[config.mk]
export PLATFORM = sky130hd
export DESIGN_NAME = boot_table_loader
export DESIGN_NICKNAME = d
export VERILOG_FILES = /design/src/rtl/btl_pkg.sv /design/src/rtl/btl_byte_fetch.sv /design/src/rtl/btl_be_gen.sv /design/src/rtl/btl_seq.sv /design/src/rtl/boot_table_loader.sv
export SDC_FILE = /design/constraint.sdc
export NUM_CORES = 1
export LEC_CHECK = 0
export BUFFER_PORTS_ARGS = -buffer_cell sky130_fd_sc_hd__buf_2
export CELL_PAD_IN_SITES_DETAIL_PLACEMENT = 1
export CELL_PAD_IN_SITES_GLOBAL_PLACEMENT = 1
export CORE_MARGIN = 2
export CORE_UTILIZATION = 43
export CTS_BUF_LIST = sky130_fd_sc_hd__clkbuf_16
export CTS_CLUSTER_SIZE = 25
export DETAILED_ROUTE_END_ITERATION = 7
export PLACE_DENSITY = 0.82
export SYNTH_ARGS = -nofsm -noshare
export SYNTH_HDL_FRONTEND = slang
export SYNTH_SLANG_ARGS = --single-unit
[constraint.sdc]
create_clock -name clk -period 2.85 [get_ports clk]
set_input_delay 0.1425 -clock clk [delete_from_list [all_inputs] [get_ports clk]]
set_output_delay 0.1425 -clock clk [all_outputs]
set_load 0.05 [all_outputs]
[src/rtl/btl_pkg.sv]
package btl_pkg;

   typedef enum logic [2:0] {
      ST_BOOT,
      ST_PTR,
      ST_ADDR,
      ST_DATA,
      ST_CTRL,
      ST_WRITE,
      ST_FIN,
      ST_HALT
   } btl_state_e;

   localparam int unsigned FIELD_BYTES = 4;
   localparam int unsigned REC_BYTES   = 3 * FIELD_BYTES;

   localparam logic [1:0] SZ_BYTE = 2'b00;
   localparam logic [1:0] SZ_HALF = 2'b01;
   localparam logic [1:0] SZ_WORD = 2'b10;

   localparam int unsigned LAST_BIT = 31;

endpackage

[src/rtl/btl_byte_fetch.sv]
module btl_byte_fetch #(
   parameter int ROM_AW = 16,
   parameter int NBYTES = 4
) (
   input  logic                  clk,
   input  logic                  rst_n,
   input  logic                  go,
   input  logic [ROM_AW-1:0]     start_addr,
   output logic                  rom_req,
   output logic [ROM_AW-1:0]     rom_addr,
   input  logic                  rom_valid,
   input  logic [7:0]            rom_data,
   output logic [8*NBYTES-1:0]   word,
   output logic                  fin
);
   localparam int CW = (NBYTES > 1) ? $clog2(NBYTES) : 1;
   localparam int WW = 8 * NBYTES;

   logic [ROM_AW-1:0] cur;
   logic [CW-1:0]     cnt;
   logic              issue;
   logic              pend;
   logic [WW-1:0]     shreg;
   logic              last_byte;

   assign last_byte = (cnt == CW'(NBYTES - 1));

   always_ff @(posedge clk) begin
      if (!rst_n) begin
         cur   <= '0;
         cnt   <= '0;
         issue <= 1'b0;
         pend  <= 1'b0;
         shreg <= '0;
         fin   <= 1'b0;
      end else begin
         fin <= 1'b0;
         if (go) begin
            cur   <= start_addr;
            cnt   <= '0;
            issue <= 1'b1;
            pend  <= 1'b0;
         end else if (issue) begin
            issue <= 1'b0;
            pend  <= 1'b1;
         end else if (pend && rom_valid) begin
            pend <= 1'b0;
            if (WW > 8) shreg <= {shreg[WW-9:0], rom_data};
            else        shreg <= WW'(rom_data);
            if (last_byte) begin
               fin <= 1'b1;
            end else begin
               cnt   <= cnt + 1'b1;
               cur   <= cur + 1'b1;
               issue <= 1'b1;
            end
         end
      end
   end

   assign rom_req  = issue;
   assign rom_addr = cur;
   assign word     = shreg;

   // no new request while a read is still pending
   a_r9_one_outstanding: assert property (@(posedge clk) disable iff (!rst_n)
      (pend && !rom_valid) |-> !rom_req);

endmodule

[src/rtl/btl_be_gen.sv]
module btl_be_gen #(
   parameter bit BIG_LANES = 1'b0
) (
   input  logic [1:0] size,
   input  logic [1:0] low,
   output logic [3:0] be
);
   import btl_pkg::*;

   logic [3:0] nat;

   always_comb begin
      case (size)
         SZ_BYTE: nat = 4'b0001 << low;
         SZ_HALF: nat = low[1] ? 4'b1100 : 4'b0011;
         default: nat = 4'b1111;
      endcase
   end

   generate
      if (BIG_LANES) begin : g_big
         assign be = {nat[0], nat[1], nat[2], nat[3]};
      end else begin : g_little
         assign be = nat;
      end
   endgenerate

endmodule

[src/rtl/btl_seq.sv]
module btl_seq #(
   parameter int ROM_AW    = 16,
   parameter int PTR_LOC   = 4,
   parameter int RSV_BYTES = 64,
   parameter int MAX_REC   = 256
) (
   input  logic              clk,
   input  logic              rst_n,
   input  logic              autoload_en,
   output logic              fetch_go,
   output logic [ROM_AW-1:0] fetch_addr,
   input  logic [31:0]       fetch_word,
   input  logic              fetch_fin,
   output logic              wr_valid,
   input  logic              wr_ready,
   output logic [31:0]       wr_addr,
   output logic [31:0]       wr_data,
   output logic [1:0]        wr_size,
   output logic              busy,
   output logic              done,
   output logic              err
);
   import btl_pkg::*;

   localparam int CNTW = $clog2(MAX_REC);
   localparam logic [ROM_AW-1:0] OFS_DATA = ROM_AW'(FIELD_BYTES);
   localparam logic [ROM_AW-1:0] OFS_CTRL = ROM_AW'(2 * FIELD_BYTES);
   localparam logic [ROM_AW-1:0] OFS_NEXT = ROM_AW'(REC_BYTES);

   btl_state_e        state;
   logic [ROM_AW-1:0] rec_ptr;
   logic [31:0]       addr_q;
   logic [31:0]       data_q;
   logic [1:0]        size_q;
   logic              last_q;
   logic [CNTW-1:0]   rec_cnt;
   logic              ptr_low;
   logic              at_limit;

   assign ptr_low  = (fetch_word < 32'(RSV_BYTES));
   assign at_limit = (rec_cnt == CNTW'(MAX_REC - 1));

   always_ff @(posedge clk) begin
      if (!rst_n) begin
         state      <= ST_BOOT;
         fetch_go   <= 1'b0;
         fetch_addr <= '0;
         rec_ptr    <= '0;
         addr_q     <= '0;
         data_q     <= '0;
         size_q     <= '0;
         last_q     <= 1'b0;
         rec_cnt    <= '0;
         err        <= 1'b0;
      end else begin
         fetch_go <= 1'b0;
         case (state)
            ST_BOOT: begin
               if (autoload_en) begin
                  fetch_go   <= 1'b1;
                  fetch_addr <= ROM_AW'(PTR_LOC);
                  state      <= ST_PTR;
               end else begin
                  state <= ST_FIN;
               end
            end
            ST_PTR: begin
               if (fetch_fin) begin
                  if (ptr_low) begin
                     err   <= 1'b1;
                     state <= ST_FIN;
                  end else begin
                     rec_ptr    <= fetch_word[ROM_AW-1:0];
                     fetch_addr <= fetch_word[ROM_AW-1:0];
                     fetch_go   <= 1'b1;
                     state      <= ST_ADDR;
                  end
               end
            end
            ST_ADDR: begin
               if (fetch_fin) begin
                  addr_q     <= fetch_word;
                  fetch_addr <= rec_ptr + OFS_DATA;
                  fetch_go   <= 1'b1;
                  state      <= ST_DATA;
               end
            end
            ST_DATA: begin
               if (fetch_fin) begin
                  data_q     <= fetch_word;
                  fetch_addr <= rec_ptr + OFS_CTRL;
                  fetch_go   <= 1'b1;
                  state      <= ST_CTRL;
               end
            end
            ST_CTRL: begin
               if (fetch_fin) begin
                  size_q <= fetch_word[1:0];
                  last_q <= fetch_word[LAST_BIT];
                  state  <= ST_WRITE;
               end
            end
            ST_WRITE: begin
               if (wr_ready) begin
                  if (last_q) begin
                     state <= ST_FIN;
                  end else if (at_limit) begin
                     err   <= 1'b1;
                     state <= ST_FIN;
                  end else begin
                     rec_cnt    <= rec_cnt + 1'b1;
                     rec_ptr    <= rec_ptr + OFS_NEXT;
                     fetch_addr <= rec_ptr + OFS_NEXT;
                     fetch_go   <= 1'b1;
                     state      <= ST_ADDR;
                  end
               end
            end
            ST_FIN:  state <= ST_HALT;
            default: state <= ST_HALT;
         endcase
      end
   end

   assign wr_valid = (state == ST_WRITE);
   assign wr_addr  = addr_q;
   assign wr_data  = data_q;
   assign wr_size  = size_q;
   assign busy     = (state == ST_PTR) || (state == ST_ADDR) || (state == ST_DATA) ||
                     (state == ST_CTRL) || (state == ST_WRITE);
   assign done     = (state == ST_FIN);

   // disabled auto-load finishes cleanly at once
   a_r1_skip: assert property (@(posedge clk) disable iff (!rst_n)
      (state == ST_BOOT && !autoload_en) |=> (done && !err));

   // done is a single-cycle pulse and never overlaps busy
   a_r5_done_pulse: assert property (@(posedge clk) disable iff (!rst_n)
      done |=> !done);
   a_r5_busy_excl: assert property (@(posedge clk) disable iff (!rst_n)
      !(busy && done));

   // accepted final record ends the walk
   a_r5_last_stop: assert property (@(posedge clk) disable iff (!rst_n)
      (wr_valid && wr_ready && last_q) |=> (done && !busy && !err));

   // pointer inside the reserved area ends with an error
   a_r6_bad_ptr: assert property (@(posedge clk) disable iff (!rst_n)
      (state == ST_PTR && fetch_fin && ptr_low) |=> (err && done && !wr_valid));

   // record limit reached without a final flag
   a_r7_limit: assert property (@(posedge clk) disable iff (!rst_n)
      (wr_valid && wr_ready && !last_q && at_limit) |=> (err && done));

endmodule

[src/rtl/boot_table_loader.sv]
module boot_table_loader #(
   parameter int ROM_AW    = 16,
   parameter int PTR_LOC   = 4,
   parameter int RSV_BYTES = 64,
   parameter int MAX_REC   = 256,
   parameter bit BIG_LANES = 1'b0
) (
   input  logic              clk,
   input  logic              rst_n,
   input  logic              autoload_en,
   output logic              rom_req,
   output logic [ROM_AW-1:0] rom_addr,
   input  logic              rom_valid,
   input  logic [7:0]        rom_data,
   output logic              wr_valid,
   input  logic              wr_ready,
   output logic [31:0]       wr_addr,
   output logic [31:0]       wr_data,
   output logic [3:0]        wr_be,
   output logic              busy,
   output logic              done,
   output logic              err
);
   localparam int WORD_BYTES = 4;

   generate
      if (ROM_AW < 4 || ROM_AW > 32) begin : g_bad_aw
         $error("boot_table_loader: ROM_AW must lie in 4..32");
      end
      if (MAX_REC < 2) begin : g_bad_max
         $error("boot_table_loader: MAX_REC must be at least 2");
      end
      if (PTR_LOC + WORD_BYTES > RSV_BYTES) begin : g_bad_rsv
         $error("boot_table_loader: pointer must lie inside the reserved area");
      end
   endgenerate

   logic              f_go;
   logic [ROM_AW-1:0] f_addr;
   logic [31:0]       f_word;
   logic              f_fin;
   logic [1:0]        w_size;

   btl_byte_fetch #(
      .ROM_AW (ROM_AW),
      .NBYTES (WORD_BYTES)
   ) u_fetch (
      .clk        (clk),
      .rst_n      (rst_n),
      .go         (f_go),
      .start_addr (f_addr),
      .rom_req    (rom_req),
      .rom_addr   (rom_addr),
      .rom_valid  (rom_valid),
      .rom_data   (rom_data),
      .word       (f_word),
      .fin        (f_fin)
   );

   btl_seq #(
      .ROM_AW    (ROM_AW),
      .PTR_LOC   (PTR_LOC),
      .RSV_BYTES (RSV_BYTES),
      .MAX_REC   (MAX_REC)
   ) u_seq (
      .clk         (clk),
      .rst_n       (rst_n),
      .autoload_en (autoload_en),
      .fetch_go    (f_go),
      .fetch_addr  (f_addr),
      .fetch_word  (f_word),
      .fetch_fin   (f_fin),
      .wr_valid    (wr_valid),
      .wr_ready    (wr_ready),
      .wr_addr     (wr_addr),
      .wr_data     (wr_data),
      .wr_size     (w_size),
      .busy        (busy),
      .done        (done),
      .err         (err)
   );

   btl_be_gen #(
      .BIG_LANES (BIG_LANES)
   ) u_be (
      .size (w_size),
      .low  (wr_addr[1:0]),
      .be   (wr_be)
   );

   // stalled write request holds steady
   a_r8_hold: assert property (@(posedge clk) disable iff (!rst_n)
      (wr_valid && !wr_ready) |=> (wr_valid && $stable(wr_addr) &&
                                   $stable(wr_data) && $stable(wr_be)));

   // byte enables always form one, two or four lanes
   a_r4_be_shape: assert property (@(posedge clk) disable iff (!rst_n)
      wr_valid |-> ($countones(wr_be) == 1 || $countones(wr_be) == 2 ||
                    $countones(wr_be) == 4));

endmodule

==> impl_results.md <==
- Synthesis-stage register bit count: 165
- Post-synthesis mux area share: ~1.5%
- Slew HR: approximately half
- Die Height: roughly 140 µm
- Comb pwr share: roughly 14%
- Clock Pin Slew Worst Setup and Hold Paths: 0.06 ns
- Area Overhead vs Synth: 16.60%
- Placement row count: a little under 50
- DRT Pass-1 Iters: 8
- Die area: between 0.015 and 0.02 mm²
- GRT overflow: 0
- Max Root-Sink Buffers: 2
- Min cycle time layout: ~2.4 ns
- Placed insts: 1,263
- Final core occ: 51.37%
- Number of top-level pins: a little over 100
- Share of layout cells above drive strength 1: about 16%
- Most frequent cells after synthesis: nand2_1 (256), dfxtp_1 (165), a21boi_0 (79)
- PwrDens: 577.3 mW/mm²
- Final Skew: about 0.013 ns
- Chip Width: about 140 µm
- Largest net degree at the start of global routing: 64
- Fraction of synthesized cell area taken by the top area cell type: 41.45%
- Worst EP required: between 3 and 4 ns
- Ant. Diodes: 0
- Worst Path Arrival: 2.78 ns
- Top cells by area, synth: dfxtp_1 (41%), nand2_1 (12%), a21boi_0 (7.4%)
- Root buffer cell: clkbuf_16
- Post-route DRC: 3
- Failing checks: DRC
- RePlAce Congestion: ~0.95
- Clk Latency, worst-skew pair: between 0.4 and 0.5 ns
- Vias: between 7k and 8k
- Fin. max-slew vios: 0
- Tightest Pin Transition: 0.7563 ns
- Dominant cell type by area after synthesis: dfxtp_1
- Net Sw Frac: around 30%
- Complex-gate fraction of the synthesized area: around a quarter
- Fin area: between 0.009 and 0.01 mm²
- VDD IR max: 0.0004686 V
- DP Area: a little under 0.009 mm²
- Initial antenna violation count: 0
- Internal power: about 3.8 mW
- Setup TNS: 0 ns
- Drt total wl: about 24,000 µm
- Initial DRC count: between 400 and 500
- Most frequent cell after synthesis: nand2_1
- Syn. warnings: 0
- Prevailing post-synth register cell: dfxtp_1
- Register area share after synthesis: about two fifths
- Mapped cell area: 0.007969 mm²
- Total power: between 5 and 6 mW
- Share of power burned in registers: between 40% and 50%
- Post-DR wirelength/cell: approximately 19 µm
- Psw: 1.604 mW
- Crit end category: flop
- WHS: ~0.014 ns
- Post-CTS resize count: 0
- CP startpoint kind: flop
- Simple-gate share of the synthesized area: 23.60%
- Non-filler instance count after layout: 1,302
- Post-Syn Instances: slightly below 1k
- Post-synthesis adder-cell area fraction: 1.099%
- TritonCTS Buffers: 17
- Clk sinks: 165
- Final hold viol count: 0
- Unrepaired setup endpoints after global routing: false
- Setup violators final: 0
- Vias in the first global route: ~7.4k
- Synth async-reset ratio: 0%
- First-pass GRT wire length: 39,590 µm
- CP max FO: 22
- Tcrit/Tclk final: between 80% and 90%
- Cell variety after synth: 70
- Port bufs: 101
- Starting Density: 44.06%
- H-tree depth: 4
- Global Route Usage Sum: around a quarter
- Min-Delay Path Class: primary input to flop
- Power share of the clock group: between 30 and 40%
- Run status: complete, but fails checks
- Post-synth EDFFs: 0
- Syn_area_per_cell: around 8.2 µm²
- Core box area: roughly 0.018 mm²
- Vias/cell: 5.671
- Largest family of logic cells by synthesized area: compound AO/OA/AOI/OAI gates
- CTS tree: yes
- Final worst slack: ~0.42 ns
- Dpl hpwl: approximately 17,000 µm
- XOR/XNOR share of the synthesized area: about 3.6%
- Setup WS pre-CTS: around 0.55 ns
- Nets: about 1.1k
- Leak pwr: about 3.5 nW
- Final antenna-violating net count: 0
- CP Class: flop to flop
- Fmax: roughly 0.41 GHz
- Max Cap Viol: 0
- Syn nets: between 900 and 1k
path summary, 6_finish.rpt:
| check | slack, ns | to | cells after the start | startpoint |
|---|---|---|---|---|
| worst max-delay path | 0.42 | u_seq.fetch_addr[9] | 4 | u_seq.state[0] |
| worst min-delay path | 0.01 | u_fetch.word[3] | 3 | rom_data[3] |
| worst max register to register | 0.42 | u_seq.fetch_addr[9] | 4 | u_seq.state[0] |
| worst min register to register | 0.46 | u_seq.wr_data[14] | 2 | u_seq.wr_data[14] |
cell families after synthesis:
family | count (synthesis)
XOR/XNOR | 33
multiplexers | 12
adder cells (fa/ha/maj) | 7
AO/OA/AOI/OAI | 265
AND/OR/NAND/NOR | 408
flip-flops | 165
buffers and inverters | 87
cell type report:
cell class	instances	area, µm²
inverters	13	48.80
fillers	2222	8795
flip-flops and latches	165	3303
multi-input cells	725	4307
clock buffers	17	425.4
well taps	229	286.5
clock inverters	15	105.1
repair buffers	138	815.8
critical path, stage by stage (launching register included):
cell and delay (ns):
dfxtp_1 0.81, nor3b_2 0.60, a21oi_4 0.24, nor2b_1 0.50, o2bb2ai_1 0.19
routing by layer:
| layer | vias up | part of all wire, % | track usage (%) | wire length [µm] |
|---|---|---|---|---|
| li1 | 3554 | - | - | - |
| met1 | 3609 | 46 | 32.54 | 11210 |
| met2 | 178 | 48 | 42.78 | 11740 |
| met3 | 43 | 3.9 | 4.103 | 960 |
| met4 | 0 | 2.3 | 9.038 | 573 |
| met5 | - | 0 | 0 | 0 |
flip-flops by register name (all words and copies together), names as in the netlist:
signal / cells
u_fetch.cnt: 2
u_fetch.fin: 1
u_fetch.pend: 1
u_fetch.rom_addr: 16
u_fetch.rom_req: 1
u_fetch.word: 32
u_seq.err: 1
u_seq.fetch_addr: 16
u_seq.fetch_go: 1
u_seq.last_q: 1
u_seq.rec_cnt: 8
u_seq.rec_ptr: 16
u_seq.state: 3
u_seq.wr_addr: 32
u_seq.wr_data: 32
u_seq.wr_size: 2
power groups by stage:
| stage | registers (mW) | logic, mW | clock network, mW |
|---|---|---|---|
| 2_1_floorplan | 2.56 | 0.522 | 0 |
| 3_3_place_gp | 2.51 | 0.754 | 0 |
| 3_5_place_dp | 2.52 | 0.762 | 0 |
| 4_1_cts | 2.47 | 0.777 | 2.14 |
| 5_1_grt | 2.48 | 0.838 | 2.25 |
| 6_report | 2.47 | 0.779 | 2.12 |
layout by cell type, fill, tap and decap left out, types with 9 or more instances in the layout:
cell type,synthesis,routed
a21boi_0,79,79
a21boi_1,22,22
a21oi_1,36,36
and2_1,15,15
buf_2,22,100
buf_4,2,30
clkbuf_16,0,17
dfxtp_1,165,165
inv_1,12,12
mux2i_1,12,12
nand2_1,256,256
nand2b_1,11,11
nand3_1,20,20
nand4_1,9,9
nor2_1,29,28
nor2b_1,12,12
nor4_1,9,9
o211a_1,11,11
o211ai_1,10,10
o21ai_0,31,31
xnor2_1,20,20
xor2_1,13,13
timing repair:
item                                    CTS  global route
hold endpoints to repair                  7             0
hold buffers                              7             0
buffers inserted                          0             0
endpoints found under the setup margin    0             0
(Power assumes the default switching activity.)
